===== config.mk =====
export PLATFORM = sky130hd
export DESIGN_NAME = bic_top
export DESIGN_NICKNAME = d
export VERILOG_FILES = /design/src/rtl/bic_pkg.sv /design/src/rtl/bic_decode.sv /design/src/rtl/bic_bank.sv /design/src/rtl/bic_irq_gen.sv /design/src/rtl/bic_top.sv
export SDC_FILE = /design/constraint.sdc
export NUM_CORES = 1
export LEC_CHECK = 0
export ABC_AREA = 0
export BUFFER_PORTS_ARGS = -buffer_cell sky130_fd_sc_hd__buf_2
export CORE_ASPECT_RATIO = 0.6
export CORE_MARGIN = 1
export CORE_UTILIZATION = 26
export CTS_BUF_LIST = sky130_fd_sc_hd__clkbuf_4 sky130_fd_sc_hd__clkbuf_8
export CTS_CLUSTER_DIAMETER = 60
export DETAILED_ROUTE_END_ITERATION = 10
export GPL_ROUTABILITY_DRIVEN = 0
export SKIP_CTS_REPAIR_TIMING = 1
export SYNTH_ARGS = -nofsm -noshare
export SYNTH_HDL_FRONTEND = slang
export SYNTH_HIERARCHICAL = 1
export SYNTH_SLANG_ARGS = --single-unit

===== constraint.sdc =====
create_clock -name clk -period 1.6 [get_ports clk]
set_clock_uncertainty 0.1 [all_clocks]
set_input_delay 0.16 -clock clk [delete_from_list [all_inputs] [get_ports clk]]
set_output_delay 0.16 -clock clk [all_outputs]
set_load 0.02 [all_outputs]

===== src/rtl/bic_pkg.sv =====
package bic_pkg;
    localparam int NUM_BANKS    = 3;
    localparam int BANK_W       = 32;
    localparam int SRC_W        = NUM_BANKS * BANK_W;
    localparam int FIQ_IDX      = NUM_BANKS;
    localparam int SET_IDX0     = NUM_BANKS + 1;
    localparam int CLR_IDX0     = 2 * NUM_BANKS + 1;
    localparam int WORD_IDX_MAX = 3 * NUM_BANKS;
    localparam int WIDX_W       = $clog2(WORD_IDX_MAX + 1);
    localparam int ADDR_W       = WIDX_W + 2;

    typedef logic [BANK_W-1:0] word_t;

    // Slot of a bank in the global source numbering and in the set/clear
    // register rows: bank 1 first, then bank 2, bank 0 last.
    function automatic int bank_slot(input int b);
        return (b + NUM_BANKS - 1) % NUM_BANKS;
    endfunction

    typedef struct packed {
        word_t en;
    } bank_state_t;

    typedef struct packed {
        logic irq;
    } irq_state_t;

    typedef struct packed {
        word_t fiq;
        word_t rdata;
    } top_state_t;
endpackage


===== src/rtl/bic_decode.sv =====
module bic_decode
    import bic_pkg::*;
(
    input  logic [ADDR_W-1:0]           addr_i,
    input  logic                        wr_i,
    input  word_t                       wdata_i,
    output logic [NUM_BANKS-1:0][BANK_W-1:0] set_mask_o,
    output logic [NUM_BANKS-1:0][BANK_W-1:0] clr_mask_o,
    output logic                        fiq_we_o,
    output logic [NUM_BANKS-1:0]        rd_pend_sel_o,
    output logic                        rd_fiq_sel_o
);
    logic [WIDX_W-1:0] widx;
    logic [1:0]        unused_addr_lsb;

    assign widx            = addr_i[ADDR_W-1:2];
    assign unused_addr_lsb = addr_i[1:0];

    for (genvar b = 0; b < NUM_BANKS; b++) begin : g_bank_dec
        localparam int SLOT = bank_slot(b);
        localparam logic [WIDX_W-1:0] SET_W = WIDX_W'(SET_IDX0 + SLOT);
        localparam logic [WIDX_W-1:0] CLR_W = WIDX_W'(CLR_IDX0 + SLOT);
        localparam logic [WIDX_W-1:0] PND_W = WIDX_W'(b);

        assign set_mask_o[b]    = (wr_i && widx == SET_W) ? wdata_i : '0;
        assign clr_mask_o[b]    = (wr_i && widx == CLR_W) ? wdata_i : '0;
        assign rd_pend_sel_o[b] = (widx == PND_W);
    end

    assign fiq_we_o     = wr_i && (widx == WIDX_W'(FIQ_IDX));
    assign rd_fiq_sel_o = (widx == WIDX_W'(FIQ_IDX));
endmodule


===== src/rtl/bic_bank.sv =====
module bic_bank
    import bic_pkg::*;
(
    input  logic  clk,
    input  logic  rst_n,
    input  word_t src_i,
    input  word_t set_mask_i,
    input  word_t clr_mask_i,
    output word_t pend_o
);
    bank_state_t st_d, st_q;

    always_comb begin
        st_d    = st_q;
        st_d.en = (st_q.en | set_mask_i) & ~clr_mask_i;
    end

    always_ff @(posedge clk or negedge rst_n) begin
        if (!rst_n) st_q <= '0;
        else        st_q <= st_d;
    end

    assign pend_o = src_i & st_q.en;

    // ones written to the set port are enabled one cycle later
    p_set_takes_r3: assert property (@(posedge clk) disable iff (!rst_n)
        (set_mask_i != '0) |=> ((st_q.en & $past(set_mask_i)) == $past(set_mask_i)));

    // ones written to the clear port are disabled one cycle later
    p_clr_takes_r4: assert property (@(posedge clk) disable iff (!rst_n)
        (clr_mask_i != '0) |=> ((st_q.en & $past(clr_mask_i)) == '0));

    // bits not written as one keep their value
    p_untouched_r3: assert property (@(posedge clk) disable iff (!rst_n)
        ((st_q.en & ~$past(set_mask_i | clr_mask_i)) ==
         ($past(st_q.en) & ~$past(set_mask_i | clr_mask_i))));
endmodule


===== src/rtl/bic_irq_gen.sv =====
module bic_irq_gen
    import bic_pkg::*;
(
    input  logic                             clk,
    input  logic                             rst_n,
    input  logic [NUM_BANKS-1:0][BANK_W-1:0] pend_i,
    output logic                             irq_o
);
    irq_state_t st_d, st_q;
    logic       any_pend;

    always_comb begin
        any_pend = 1'b0;
        for (int b = 0; b < NUM_BANKS; b++) begin
            any_pend = any_pend | (|pend_i[b]);
        end
        st_d     = st_q;
        st_d.irq = any_pend;
    end

    always_ff @(posedge clk or negedge rst_n) begin
        if (!rst_n) st_q <= '0;
        else        st_q <= st_d;
    end

    assign irq_o = st_q.irq;

    // request follows the enabled pending state with one cycle latency
    p_irq_delay_r6: assert property (@(posedge clk) disable iff (!rst_n)
        irq_o == $past(any_pend));
endmodule


===== src/rtl/bic_top.sv =====
module bic_top
    import bic_pkg::*;
(
    input  logic              clk,
    input  logic              rst_n,
    input  logic [SRC_W-1:0]  src_i,
    input  logic [ADDR_W-1:0] bus_addr_i,
    input  logic              bus_wr_i,
    input  logic [BANK_W-1:0] bus_wdata_i,
    input  logic              bus_rd_i,
    output logic [BANK_W-1:0] bus_rdata_o,
    output logic              irq_o
);
    logic [NUM_BANKS-1:0][BANK_W-1:0] set_mask;
    logic [NUM_BANKS-1:0][BANK_W-1:0] clr_mask;
    logic [NUM_BANKS-1:0][BANK_W-1:0] pend;
    logic [NUM_BANKS-1:0]             rd_pend_sel;
    logic                             rd_fiq_sel;
    logic                             fiq_we;
    word_t                            rd_word;
    top_state_t                       st_d, st_q;

    bic_decode i_decode (
        .addr_i        (bus_addr_i),
        .wr_i          (bus_wr_i),
        .wdata_i       (bus_wdata_i),
        .set_mask_o    (set_mask),
        .clr_mask_o    (clr_mask),
        .fiq_we_o      (fiq_we),
        .rd_pend_sel_o (rd_pend_sel),
        .rd_fiq_sel_o  (rd_fiq_sel)
    );

    for (genvar b = 0; b < NUM_BANKS; b++) begin : g_bank
        localparam int BASE = bank_slot(b) * BANK_W;
        bic_bank i_bank (
            .clk        (clk),
            .rst_n      (rst_n),
            .src_i      (src_i[BASE +: BANK_W]),
            .set_mask_i (set_mask[b]),
            .clr_mask_i (clr_mask[b]),
            .pend_o     (pend[b])
        );
    end

    bic_irq_gen i_irq_gen (
        .clk    (clk),
        .rst_n  (rst_n),
        .pend_i (pend),
        .irq_o  (irq_o)
    );

    always_comb begin
        rd_word = '0;
        for (int b = 0; b < NUM_BANKS; b++) begin
            if (rd_pend_sel[b]) rd_word = pend[b];
        end
        if (rd_fiq_sel) rd_word = st_q.fiq;

        st_d = st_q;
        if (fiq_we)   st_d.fiq   = bus_wdata_i;
        if (bus_rd_i) st_d.rdata = rd_word;
    end

    always_ff @(posedge clk or negedge rst_n) begin
        if (!rst_n) st_q <= '0;
        else        st_q <= st_d;
    end

    assign bus_rdata_o = st_q.rdata;

    // read data holds while no read strobe is given
    p_rdata_hold_r8: assert property (@(posedge clk) disable iff (!rst_n)
        !bus_rd_i |=> $stable(bus_rdata_o));

    // storage word changes only on a write to its own offset
    p_fiq_hold_r5: assert property (@(posedge clk) disable iff (!rst_n)
        !(bus_wr_i && bus_addr_i[ADDR_W-1:2] == WIDX_W'(FIQ_IDX)) |=> $stable(st_q.fiq));

    // a write to the storage word is returned by the next read of it
    p_fiq_write_r5: assert property (@(posedge clk) disable iff (!rst_n)
        (bus_wr_i && bus_addr_i[ADDR_W-1:2] == WIDX_W'(FIQ_IDX)) |=> (st_q.fiq == $past(bus_wdata_i)));
endmodule


==> impl_metrics.py <==
metrics = {
    "floorplan": {
        "initial_core_util": 0.268,
        "chipHeight_um": 150,
        "die_width_um": 249,
        "design.portCount": 171,
        "die_footprint_mm2": 0.0374,
        "design.core.area_mm2": 0.0355,
        "rows": 53,
    },
    "setup_path": {
        "worst-setup-path-type": "flip-flop to flip-flop",
        "cp_max_fo": 2,
        "reg2reg_slack_ns": -0.09,
        "timing.critical_path.from_type": "flip-flop",
        "worst_r2r_startpoint": "g_bank[2].i_bank/st_q[15]",
        "destination_of_the_worst_register_to_register_timing_path": "i_irq_gen/irq_o",
        "critPathRequiredTime_ns": 1.87,
        "crit_path_end_kind": "flip-flop",
        "ff2ff_path_depth": 5,
        "timing.critical_path.arrival_ns": 1.96,
    },
    "clock_tree": {
        "cts_tree": "yes",
        "cts_max_level": 4,
        "max-clock-path-buffers": 2,
        "buffer_type_at_the_clock_tree_root": "clkbuf_8",
        "cts_inserted_buffers": 17,
        "clock_pin_slew_reported_for_the_worst_setup_and_hold_paths_after_clock_tree_synthesis_ns": 0.09,
        "clock_sink_count": 161,
        "clock_insertion_delay_worst_skew_ns": 0.48,
    },
    "final_layout": {
        "syn2layout_area_growth_pct": 27.4,
        "num-nets-final": 1335,
        "post_route_cells_drive_above_1_share": 0.333,
        "final_cell_mix": "buf_2 (167), dfrtp_1 (161), nor2_1 (136)",
        "layout.cells.most_common": "buf_2",
        "nFillCells": 3676,
    },
    "power": {
        "max-vdd-ir-drop_uv": 523,
        "pnr_total_power_mw": 11.7,
        "p_clk_frac": 0.290,
        "cellPowerDensity_mw_per_mm2": 963,
        "switching_portion_of_total_power": 0.299,
        "power.share.sequential": 0.451,
        "power.leakage_nw": 5.19,
        "power_frac_comb": 0.259,
        "internal_pwr_total_mw": 8.19,
        "p_sw_mw": 3.50,
    },
    "timing": {
        "max-slew-margin-rel": 0.615,
        "finalWorstSetupSlack_ns": -0.0909,
        "setup_viol": 1,
        "max_clock_freq_ghz": 0.591,
        "timing_worst_slew_pin_value_ns": 0.571,
        "rsz0062_at_grt": "true",
        "fin_crit_sh": 1.06,
        "finalWorstPathRequiredPeriod_ns": 1.69,
        "hold-worst-slack_ns": 0.0184,
        "timing_hold_violations_final": 0,
        "slew_violations": 0,
    },
    "drt": {
        "drt_wl_total_mm": 33.0,
        "routed_via_density": 4.79,
        "wl_met1_mm": 15.9,
        "met3_wirelength_mm": 1.95,
        "detailroute.via_count": 8034,
        "met2_length_mm": 14.4,
        "drcViolationCount": 0,
        "drt_iter0_drc": 659,
        "route.detailed.wl_per_inst_um": 19.7,
        "ant_nets": 0,
        "drt_pass_1_iters": 5,
        "route.top_layer_used": "met5",
    },
    "global_route": {
        "first_global_vias": 7830,
        "globalRouteOverflowTotal": 0,
        "globalRouteTotalUtil": 0.180,
        "grt_first_pass_wirelength_mm": 49.2,
        "grt_start_max_net_pins": 52,
        "number_of_antenna_violations_at_the_first_check_in_global_routing": 3,
    },
    "synth": {
        "synth_compound_area_frac": 0.156,
        "synthesis.area_mm2": 0.00953,
        "dominant_combinational_cell_family_by_area_after_synthesis": "simple AND/OR/NAND/NOR gates",
        "synth-adder-area-share": 0,
        "synthMuxAreaShare": 0.0378,
        "synth-seq-cells": 161,
        "synth_area_per_cell_um2": 9.78,
        "seq_area_frac_synth": 0.423,
        "number_of_standard_cells_after_synthesis": 974,
        "synth_edf_count": 0,
        "synth.lib_cells_used.distinct": 29,
        "synth-async-reset-ratio": 1.00,
        "ys.warnings.count": 6,
        "synth_simple_gate_area_share": 0.311,
        "post_synth_xor_area_fraction": 0,
        "synth_top_flop_cell": "dfrtp_1",
        "mappedNetlistNets": 1112,
    },
    "placement": {
        "hpwl_mm": 25.1,
        "detailedPlace.worstSlack_ns": -0.253,
        "numPortBuffers": 168,
    },
    "worst_hold_path": {
        "min_delay_worst_endpoint": "bus_rdata_o[8]",
        "hold_start": "src_i[40]",
        "hp-class": "input pin to flip-flop",
        "hold_path_depth": 4,
    },
    "outcome": {
        "violations": "setup timing",
        "outcome": "finished with violations",
    },
    "job": {
        "max_cap_viol_count": 0,
    },
}
[layout make-up]
cell class	count	area, um^2	area share
tap	467	584	0.0482
clock inverter	7	124	0.0102
clock buffer	24	305	0.0252
antenna	2	5.00	0.000412
multi-input combinational	719	4980	0.411
sequential	161	4030	0.332
timing repair buffer	298	2100	0.173
[per-layer routing]
metal | vias to the layer above | track usage
li1 | 3748 | -
met1 | 4019 | 0.252
met2 | 229 | 0.268
met3 | 34 | 0.0469
met4 | 4 | 0.0537
met5 | - | 0.0169
[synthesized netlist by cell type (all sizes together) (17+ instances only)]
cell type	instances	area, um^2
a21oi	32	160
a31oi	32	200
and2	96	601
buf	77	629
clkbuf	17	63.8
dfrtp	161	4030
mux2	32	360
nand2	65	244
nand2b	34	213
nand3b	65	488
nor2	191	1090
nor4	26	169
o21ai	32	160
o21ba	96	961
[sequential cells by signal, summed over array words and instances (netlist names)]
| signal | count |
|---|---|
| i_irq_gen/irq_o | 1 |
| bus_rdata_o | 32 |
| st_q | 32 |
| g_bank.i_bank/st_q | 96 |
[power by group through the flow]
| stage | registers (mW) | logic, mW | clock network (mW) |
|---|---|---|---|
| 6_report | 5.26 | 3.03 | 3.39 |
| 5_1_grt | 5.37 | 3.27 | 3.65 |
| 4_1_cts | 5.27 | 2.85 | 3.48 |
| 3_5_place_dp | 5.35 | 2.84 | 0 |
| 3_3_place_gp | 5.31 | 2.79 | 0 |
| 2_1_floorplan | 5.22 | 1.73 | 0 |
[cell families after synthesis]
family	count (synthesis)
mux	32
simple gates	495
flops	161
compound gates	192
buf+inv	94
[how the worst max path moves through the flow]
stage | cells past startpoint | endpoint | start
finish | 5 | i_irq_gen/irq_o | g_bank[2].i_bank/st_q[15]
global route | 6 | i_irq_gen/irq_o | g_bank[1].i_bank/st_q[7]
CTS | 6 | i_irq_gen/irq_o | g_bank[1].i_bank/st_q[26]
detailed placement | 6 | i_irq_gen/irq_o | g_bank[1].i_bank/st_q[27]
global placement | 5 | i_irq_gen/irq_o | g_bank[2].i_bank/st_q[18]
floorplan | 6 | st_q[34] | bus_addr_i[5]
[worst max-delay path, stage by stage (launching register included)]
cell and delay, ns:
dfrtp_1 0.39, and2_1 0.18, nor4_1 0.54, nand4_1 0.15
nor2_1 0.15, nand2_1 0.07
[per-stage QoR]
stage	area [um^2]	setup TNS, ns	util	instances
after floorplan	9530	0	-	974
after global placement	11200	-5.23	0.315	1608
after detailed placement	11200	-7.45	0.315	1608
after CTS	11600	-0.267	0.327	1639
after global routing	12100	-0.210	0.341	1678
final	12100	-0.0909	0.341	1678
Power figures use the tool's default switching activity.
